`src/rtl/store_route_pkg.sv`:
```
package store_route_pkg;

    localparam int CODE_W = 5;
    localparam logic [CODE_W-1:0] CODE_MISALIGN = 5'd6;
    localparam logic [CODE_W-1:0] CODE_ACCESS   = 5'd7;
    localparam logic [CODE_W-1:0] CODE_NONE     = 5'd0;

    typedef enum logic [2:0] {
        WK_PLAIN           = 3'd0,
        WK_REL             = 3'd1,
        WK_COND            = 3'd2,
        WK_COND_REL        = 3'd3,
        WK_STRONG_REL      = 3'd4,
        WK_COND_STRONG_REL = 3'd5
    } wkind_e;

    typedef enum logic [1:0] {
        RT_MMIO  = 2'd0,
        RT_MEM   = 2'd1,
        RT_FAULT = 2'd2
    } route_e;

    typedef enum logic [1:0] {
        S_IDLE  = 2'd0,
        S_MMIO  = 2'd1,
        S_MEM   = 2'd2,
        S_FAULT = 2'd3
    } st_e;

endpackage

```
`src/rtl/wkind_classifier.sv`:
```
module wkind_classifier
    import store_route_pkg::*;
(
    input  logic   aq,
    input  logic   rl,
    input  logic   con,
    output wkind_e kind,
    output logic   unsup
);
    always_comb begin
        kind  = WK_PLAIN;
        unsup = 1'b0;
        unique case ({aq, rl, con})
            3'b000: kind = WK_PLAIN;
            3'b010: kind = WK_REL;
            3'b001: kind = WK_COND;
            3'b011: kind = WK_COND_REL;
            3'b110: kind = WK_STRONG_REL;
            3'b111: kind = WK_COND_STRONG_REL;
            default: unsup = 1'b1;   // 100 and 101
        endcase
    end
endmodule

```
`src/rtl/align_checker.sv`:
```
module align_checker #(
    parameter int ADDR_W = 32
) (
    input  logic [ADDR_W-1:0] addr,
    input  logic [1:0]        size,
    output logic              misaligned
);
    logic [2:0] low_mask;

    always_comb begin
        unique case (size)
            2'd0: low_mask = 3'b000;
            2'd1: low_mask = 3'b001;
            2'd2: low_mask = 3'b011;
            default: low_mask = 3'b111;
        endcase
        misaligned = |(addr[2:0] & low_mask);
    end
endmodule

```
`src/rtl/route_decider.sv`:
```
module route_decider
    import store_route_pkg::*;
(
    input  logic              ordered,
    input  logic              misaligned,
    input  logic              unsup,
    input  logic              pchk_en,
    input  logic              pchk_fail,
    input  logic [CODE_W-1:0] pchk_code,
    input  logic              rgn_mmio,
    input  logic              rgn_mem,
    output route_e            route,
    output logic [CODE_W-1:0] code,
    output logic              unsup_out
);
    // Fixed precedence: alignment, flag support, protection, region.
    always_comb begin
        route     = RT_FAULT;
        code      = CODE_NONE;
        unsup_out = 1'b0;
        if (ordered && misaligned) begin
            code = CODE_MISALIGN;
        end else if (unsup) begin
            unsup_out = 1'b1;
        end else if (pchk_en && pchk_fail) begin
            code = pchk_code;
        end else if (rgn_mmio) begin
            route = RT_MMIO;
        end else if (rgn_mem) begin
            route = RT_MEM;
        end else begin
            code = CODE_ACCESS;
        end
    end
endmodule

```
`src/rtl/store_route_unit.sv`:
```
module store_route_unit
    import store_route_pkg::*;
#(
    parameter int ADDR_W = 32,
    parameter int DATA_W = 64,
    parameter int META_W = 4,
    parameter logic [META_W-1:0] DEFAULT_META = META_W'(10)
) (
    input  logic              clk,
    input  logic              rst_n,
    input  logic              req_valid,
    output logic              req_ready,
    input  logic [ADDR_W-1:0] req_addr,
    input  logic [1:0]        req_size,
    input  logic [DATA_W-1:0] req_data,
    input  logic [META_W-1:0] req_meta,
    input  logic              req_meta_en,
    input  logic              req_aq,
    input  logic              req_rl,
    input  logic              req_con,
    input  logic              pchk_en,
    input  logic              pchk_fail,
    input  logic [CODE_W-1:0] pchk_code,
    input  logic              rgn_mmio,
    input  logic              rgn_mem,
    output logic              mmio_valid,
    input  logic              mmio_ready,
    output logic [ADDR_W-1:0] mmio_addr,
    output logic [1:0]        mmio_size,
    output logic [DATA_W-1:0] mmio_data,
    output logic              mem_valid,
    input  logic              mem_ready,
    output logic [ADDR_W-1:0] mem_addr,
    output logic [1:0]        mem_size,
    output logic [DATA_W-1:0] mem_data,
    output logic [META_W-1:0] mem_meta,
    output logic [2:0]        mem_kind,
    output logic              fault_valid,
    input  logic              fault_ready,
    output logic [CODE_W-1:0] fault_code,
    output logic              fault_unsup
);
    wkind_e            kind_c;
    logic              unsup_c;
    logic              misal_c;
    route_e            route_c;
    logic [CODE_W-1:0] code_c;
    logic              unsup_f;

    wkind_classifier u_cls (
        .aq(req_aq), .rl(req_rl), .con(req_con),
        .kind(kind_c), .unsup(unsup_c)
    );

    align_checker #(.ADDR_W(ADDR_W)) u_aln (
        .addr(req_addr), .size(req_size), .misaligned(misal_c)
    );

    route_decider u_rte (
        .ordered(req_rl | req_con), .misaligned(misal_c), .unsup(unsup_c),
        .pchk_en(pchk_en), .pchk_fail(pchk_fail), .pchk_code(pchk_code),
        .rgn_mmio(rgn_mmio), .rgn_mem(rgn_mem),
        .route(route_c), .code(code_c), .unsup_out(unsup_f)
    );

    st_e               state, state_nx;
    logic              accept;
    logic [ADDR_W-1:0] q_addr;
    logic [1:0]        q_size;
    logic [DATA_W-1:0] q_data;
    logic [META_W-1:0] q_meta;
    wkind_e            q_kind;
    logic [CODE_W-1:0] q_code;
    logic              q_unsup;

    assign accept = req_valid && (state == S_IDLE);

    // State register
    always_ff @(posedge clk) begin
        if (!rst_n) state <= S_IDLE;
        else        state <= state_nx;
    end

    // Next-state logic
    always_comb begin
        state_nx = state;
        unique case (state)
            S_IDLE: if (req_valid) begin
                unique case (route_c)
                    RT_MMIO: state_nx = S_MMIO;
                    RT_MEM:  state_nx = S_MEM;
                    default: state_nx = S_FAULT;
                endcase
            end
            S_MMIO:  if (mmio_ready)  state_nx = S_IDLE;
            S_MEM:   if (mem_ready)   state_nx = S_IDLE;
            S_FAULT: if (fault_ready) state_nx = S_IDLE;
            default: state_nx = S_IDLE;
        endcase
    end

    // Payload capture on acceptance
    always_ff @(posedge clk) begin
        if (!rst_n) begin
            q_addr  <= '0;
            q_size  <= '0;
            q_data  <= '0;
            q_meta  <= '0;
            q_kind  <= WK_PLAIN;
            q_code  <= '0;
            q_unsup <= 1'b0;
        end else if (accept) begin
            q_addr  <= req_addr;
            q_size  <= req_size;
            q_data  <= req_data;
            q_meta  <= req_meta_en ? req_meta : DEFAULT_META;
            q_kind  <= kind_c;
            q_code  <= code_c;
            q_unsup <= unsup_f;
        end
    end

    // Outputs
    always_comb begin
        req_ready   = (state == S_IDLE);
        mmio_valid  = (state == S_MMIO);
        mem_valid   = (state == S_MEM);
        fault_valid = (state == S_FAULT);
        mmio_addr   = q_addr;
        mmio_size   = q_size;
        mmio_data   = q_data;
        mem_addr    = q_addr;
        mem_size    = q_size;
        mem_data    = q_data;
        mem_meta    = q_meta;
        mem_kind    = q_kind;
        fault_code  = q_code;
        fault_unsup = q_unsup;
    end
endmodule

```
`config.mk`:
```
export PLATFORM = sky130hd
export DESIGN_NAME = store_route_unit
export DESIGN_NICKNAME = d
export VERILOG_FILES = /design/src/rtl/store_route_pkg.sv /design/src/rtl/wkind_classifier.sv /design/src/rtl/align_checker.sv /design/src/rtl/route_decider.sv /design/src/rtl/store_route_unit.sv
export SDC_FILE = /design/constraint.sdc
export NUM_CORES = 1
export LEC_CHECK = 0
export BUFFER_PORTS_ARGS = -buffer_cell sky130_fd_sc_hd__buf_2
export CORE_AREA = 2 2 131 133
export CTS_CLUSTER_DIAMETER = 120
export DETAILED_ROUTE_END_ITERATION = 8
export DIE_AREA = 0 0 133 135
export PLACE_DENSITY = 0.62
export SYNTH_ARGS = -nofsm -noshare
export SYNTH_HDL_FRONTEND = slang
export SYNTH_SLANG_ARGS = --single-unit
```
`constraint.sdc`:
```
create_clock -name clk -period 1.6 [get_ports clk]
set_input_delay 0.08 -clock clk [delete_from_list [all_inputs] [get_ports clk]]
set_output_delay 0.08 -clock clk [all_outputs]
set_load 0.02 [all_outputs]
```
==> results of run 1 <==
## metrics by stage
step	hold WS, ns	worst slack (ns)	util (%)	std cells
2_1_floorplan	0.215	0.254	-	605
3_3_place_gp	0.320	0.202	37.8	1031
3_5_place_dp	0.324	0.150	37.8	1031
4_1_cts	0.000836	0.128	48.0	1174
5_1_grt	0.0549	0.0415	48.0	1174
6_report	0.0128	0.145	48.0	1175
## critical path, delay by kind of cell (launching register included)
| kind | cells | cell delay, ns |
|---|---|---|
| simple gates | 2 | 0.39 |
| compound gates | 2 | 0.34 |
| flops | 1 | 0.37 |
| buf+inv | 1 | 0.29 |
## state kept, by name, summed over array words and instances (netlist names)
| name | count |
|---|---|
| mem_kind | 3 |
| mem_size | 2 |
| mem_meta | 4 |
| mem_data | 64 |
| mem_addr | 32 |
| fault_unsup | 1 |
| state | 2 |
| fault_code | 5 |
## cells in the mapped netlist (3+ instances only)
cell type and instances:
buf_6 9, clkbuf_1 20, nor2b_1 3, nand3_1 10, o21ai_0 7, buf_4 99
nand3b_1 3, nand2_1 204, dfxtp_1 113, a21boi_0 37, a21boi_1 66, buf_2 8
a21oi_1 3
## metal layers
metal | vias up | wire length, µm
met4 | 0 | 223
met1 | 2303 | 6620
li1 | 2527 | -
met5 | - | 0
met2 | 224 | 8070
met3 | 14 | 1140
## path summary, 6_finish.rpt
path / startpoint / end / slack, ns / depth (start not counted)
max: state[1] / fault_code[0] / 0.15 / 5
min: pchk_code[1] / fault_code[1] / 0.01 / 3
max reg2reg: state[1] / fault_code[0] / 0.15 / 5
min reg2reg: mem_addr[28] / mem_addr[28] / 0.46 / 2
## cell families after synthesis
kind of cell	after synthesis	share of synthesized area [%]
buffers and inverters	136	18.9
AND/OR/NAND/NOR	232	18.4
AO/OA/AOI/OAI	122	17.8
flip-flops	113	44.5
multiplexers	2	0.394
## final cells by class
type / count / area (µm²)
repair buffers: 453 / 2910
clock inverters: 10 / 111
fillers: 1572 / 8530
multi-input cells: 356 / 1860
diodes: 1 / 2.50
flip-flops and latches: 113 / 2260
well taps: 220 / 275
clock buffers: 22 / 454
## power by group through the flow
stage	clock (mW)	sequential, mW	combinational [mW]
final	3.60	3.21	1.98
after global routing	3.85	3.24	2.14
after detailed placement	0	3.26	1.77
after global placement	0	3.26	1.76
after CTS	3.70	3.21	1.99
after floorplan	0	3.50	1.08
## timing repair
action,4_1_cts,5_1_grt
hold buffers,111,0
endpoints found under the setup margin,0,0
endpoints found under the hold margin,110,0
buffers inserted,0,0
==> reports/results.ini, run 1 <==
[setup_path]
cp.arrival_ns = 1.80
required_ns = 1.95
path_cells = nor2_4 > and2_4 > buf_4 > o2111a_1 > o21a_1
setup.worst_path.start_class = register
crit_type = register to register
cp-end-kind = register
slowest_stage = dfxtp_1
cpPeakStageDelay_ns = 0.37
critPathMaxFanout = 27

[floorplan]
pin_count = 334
dieArea_mm2 = 0.0180
fp.coreArea_mm2 = 0.0164
fp.dieW_um = 133
start_util_pct = 31.0
die_y_um = 135
num_rows = 47

[cts]
clockRootBuffer = clkbuf_16
ctsResizeCount = 0
cts_tree = built
clkTransAtPathRegs_ns = 0.05
cts.path.max_buffers = 2
cts_buffers = 17
h-tree-depth = 4
worstSkewPairLatency_ns = 0.41
clkSinkCount = 113

[power_and_ir_drop]
clock_power_share_pct = 41.0
leakagePower_nw = 3.93
power.total_mw = 8.78
p_seq_share_pct = 36.5
switchingPower_mw = 2.62
internal_power_mw = 6.16
netSwitchingFraction_pct = 29.8
powerDensity_mw_per_mm2 = 1110
irDropWorstVdd_mv = 0.669
combPwrFrac_pct = 22.5

[routing]
viasPerCell = 4.31
ant_nets = 0
drt_iter0_markers = 180
wirelength_mm = 16.0
firstDrtPassIters = 4
post_drt_wl_per_cell_um = 13.7
drcViolationCount = 0
num_vias = 5068

[synth]
synth_top_cell_area_share_pct = 44.5
ys_ff_latch = 113
synth_async_sr_flop_share_pct = 0
synth.cell_area_mm2 = 0.00508
syn_area_per_cell_um2 = 8.40
synthFlopType = dfxtp_1
synth_cell_type_count = 30
synth_top_area_cell = dfxtp_1
synth_edf_count = 0
synth_seq_area_share_pct = 44.5
yosys-top-cells-area = dfxtp_1, nand2_1, buf_4, a21boi_1, a21boi_0
synthCells = 605
synth_fp_nets = 726
ys_warn_count = 0

[sta]
fmaxAchievable_mhz = 687
tightest_slew_ns = 0.497
maxSlewHeadroom_pct = 66.9
min_period_ns = 1.45
fin_setup_tns_ns = 0
fin_crit_sh_pct = 90.9
rsz0062_at_grt = no
skew_ns = 0.0129
drv_slew = 0
finalHoldViolCount = 0
final-setup-viol-count = 0

[final_layout]
nNetsFinal = 1062
design_area_mm2 = 0.00788
area_delta_synth_final_pct = 55.1
drive_gt1_share_pct = 39.2
mostFrequentLayoutCells = buf_2, nand2_1, dfxtp_1
layout_commonest_cell = buf_2

[global_route]
grt_max_degree = 51
grt_usage_pct = 17.8
grt_busiest_layer = met2
met2_usage_pct = 32.0
grt_overflow = 0
first_global_vias = 4911
grtUsageMet1_pct = 20.0
grt_antenna_before_repair = 1
grt_pass1_wl_mm = 25.2
grtUsageMet3_pct = 5.03

[placement]
placed_area_mm2 = 0.00620
dp_hpwl_mm = 11.3
gp_congestion = 0.731
numPortBuffers = 333

[run_status]
status = finished, final reports clean

[flow_run]
cap_violations = 0

[worst_hold_path]
hold_path_class = input pin to register

No activity file was read; power rests on OpenSTA's default activity.
==> inputs of run 2 (changes only) <==
--- a/config.mk
+++ b/config.mk
@@ -6,11 +6,11 @@
 export NUM_CORES = 1
 export LEC_CHECK = 0
 export BUFFER_PORTS_ARGS = -buffer_cell sky130_fd_sc_hd__buf_2
-export CORE_AREA = 2 2 131 133
+export CORE_AREA = 3 3 128 130
 export CTS_CLUSTER_DIAMETER = 120
 export DETAILED_ROUTE_END_ITERATION = 8
-export DIE_AREA = 0 0 133 135
-export PLACE_DENSITY = 0.62
+export DIE_AREA = 0 0 131 133
+export PLACE_DENSITY = 0.65
 export SYNTH_ARGS = -nofsm -noshare
 export SYNTH_HDL_FRONTEND = slang
 export SYNTH_SLANG_ARGS = --single-unit
==> reports/results.ini, run 2 (synthesized netlist as in run 1, its figures left out) <==
[run_status]
status = finished, final reports clean

[worst_hold_path]
hold_path_depth = 3  ; unchanged
hold_path_class = input pin to register

[floorplan]
die_y_um = 133  ; -1.5%
start_util_pct = 33.3  ; +2.3 points
fp.dieW_um = 131  ; -1.5%
num_rows = 45  ; -4.3%
pin_count = 334  ; unchanged
dieArea_mm2 = 0.0174  ; -3.0%
fp.coreArea_mm2 = 0.0153  ; -7.0%

[power_and_ir_drop]
irDropWorstVdd_mv = 0.661  ; -1.3%
leakagePower_nw = 3.97  ; +1.0%
powerDensity_mw_per_mm2 = 1120  ; +0.42%

[routing]
firstDrtPassIters = 4  ; unchanged
drt_iter0_markers = 155  ; -14%
wirelength_mm = 16.3  ; +1.6%
drcViolationCount = 0  ; unchanged
viasPerCell = 4.36  ; +0.98%
post_drt_wl_per_cell_um = 13.9  ; +2.1%
ant_nets = 0  ; unchanged
num_vias = 5096  ; +0.55%

[setup_path]
crit_type = register to register
cp-end-kind = register
required_ns = 1.91  ; -0.04 ns
setup.worst_path.start_class = register
reg2reg_depth = 5  ; unchanged
cp.arrival_ns = 1.75  ; -0.05 ns
critPathMaxFanout = 40  ; +48%

[global_route]
first_global_vias = 4883  ; -0.57%
grt_pass1_wl_mm = 24.5  ; -2.6%
grt_max_degree = 61  ; +20%
grt_usage_pct = 17.9  ; +0.10 points
grt_overflow = 0  ; unchanged
grt_antenna_before_repair = 0  ; -1

[placement]
gp_congestion = 0.722  ; -1.2%
numPortBuffers = 333  ; unchanged
placed_area_mm2 = 0.00622  ; +0.38%
dp_hpwl_mm = 11.3  ; +0.45%

[final_layout]
antenna_cells = 0  ; -1
nNetsFinal = 1068  ; +0.56%
design_area_mm2 = 0.00794  ; +0.78%
area_delta_synth_final_pct = 56.3
largest_register_ffs = 64  ; unchanged
drive_gt1_share_pct = 39.7  ; +0.53 points
layout_commonest_cell = buf_2
mostFrequentLayoutCells = buf_2, nand2_1, dfxtp_1

[sta]
final-setup-viol-count = 0  ; unchanged
rsz0062_at_grt = no
fmaxAchievable_mhz = 693  ; +0.87%
maxSlewHeadroom_pct = 61.7  ; -5.2 points
skew_ns = 0.00901  ; -0.00388 ns
fin_crit_sh_pct = 90.1  ; -0.78 points
fin_setup_tns_ns = 0  ; unchanged
finalHoldViolCount = 0  ; unchanged
min_period_ns = 1.44  ; -0.0126 ns
drv_slew = 0  ; unchanged
tightest_slew_ns = 0.575  ; +0.0778 ns

[cts]
cts_buffers = 17  ; unchanged
clockRootBuffer = clkbuf_16
cts_tree = built
clkSinkCount = 113  ; unchanged
ctsResizeCount = 0  ; unchanged
clkTransAtPathRegs_ns = 0.06  ; about the same
cts.path.max_buffers = 2  ; unchanged
worstSkewPairLatency_ns = 0.40  ; about the same
h-tree-depth = 4  ; unchanged

[flow_run]
cap_violations = 0  ; unchanged

[run 2: cell count changes in the layout (fill, tap and decap cells not counted), sizes merged]
cell,previous run,this run
dlygate4sd3,111,112
clkbuf,22,21
clkinv,5,4
buf,342,347
diode,1,0
clkinvlp,3,4
[run 2: layer usage]
layer | global-route usage, % | part of all wire (%) | vias up
met3 | 6.06 | 8.2 | 14
met2 | 32.0 | 51 | 233
li1 | - | - | 2537
met4 | 5.94 | 1.3 | 0
met1 | 19.4 | 40 | 2312
met5 | 0 | 0 | -
[run 2: where the power goes]
group	internal [mW]	switching [mW]	total, mW	leakage, nW
clock network	2.39	1.28	3.67	0.277
logic	0.829	1.18	2.01	2.77
registers	3.04	0.164	3.20	0.927
total	6.26	2.63	8.89	3.97
[run 2: critical path: stages (launching register included)]
cell,delay [ns]
dfxtp_1,0.38
nor2_4,0.18
and2_4,0.27
buf_12,0.23
nand2_1,0.08
a21boi_0,0.18
[run 2: final timing paths]
| kind | start | end | slack (ns) |
|---|---|---|---|
| worst max-delay path | state[1] | mem_data[53] | 0.16 |
| worst min-delay path | pchk_code[0] | fault_code[0] | 0.08 |
| worst max register to register | state[1] | mem_data[53] | 0.16 |
| worst min register to register | mem_data[36] | mem_data[36] | 0.46 |
[run 2: cell type report]
| cell class | count | area [µm²] |
|---|---|---|
| clock buffer | 21 | 470 |
| clock inverter | 10 | 110 |
| fill | 1419 | 7320 |
| multi-input combinational | 356 | 1860 |
| sequential | 113 | 2260 |
| tap | 211 | 264 |
| timing repair buffer | 459 | 2970 |
[run 2: repair_timing]
item                                    in CTS  in global routing
hold buffers                               112                  0
hold endpoints to repair                   111                  0
buffers inserted                             0                  2
endpoints found under the setup margin       0                  2
[run 2: metrics by stage]
stage | power (mW) | cells | hold WS, ns | utilization, % | setup slack (ns)
2_1_floorplan | 4.58 | 605 | 0.215 | - | 0.254
3_3_place_gp | 5.05 | 1025 | 0.322 | 40.8 | 0.199
3_5_place_dp | 5.06 | 1025 | 0.325 | 40.8 | 0.0963
4_1_cts | 9.01 | 1168 | 0.0438 | 51.9 | 0.0777
5_1_grt | 9.33 | 1170 | 0.0668 | 52.0 | 0.0321
6_report | 8.89 | 1170 | 0.0785 | 52.0 | 0.158
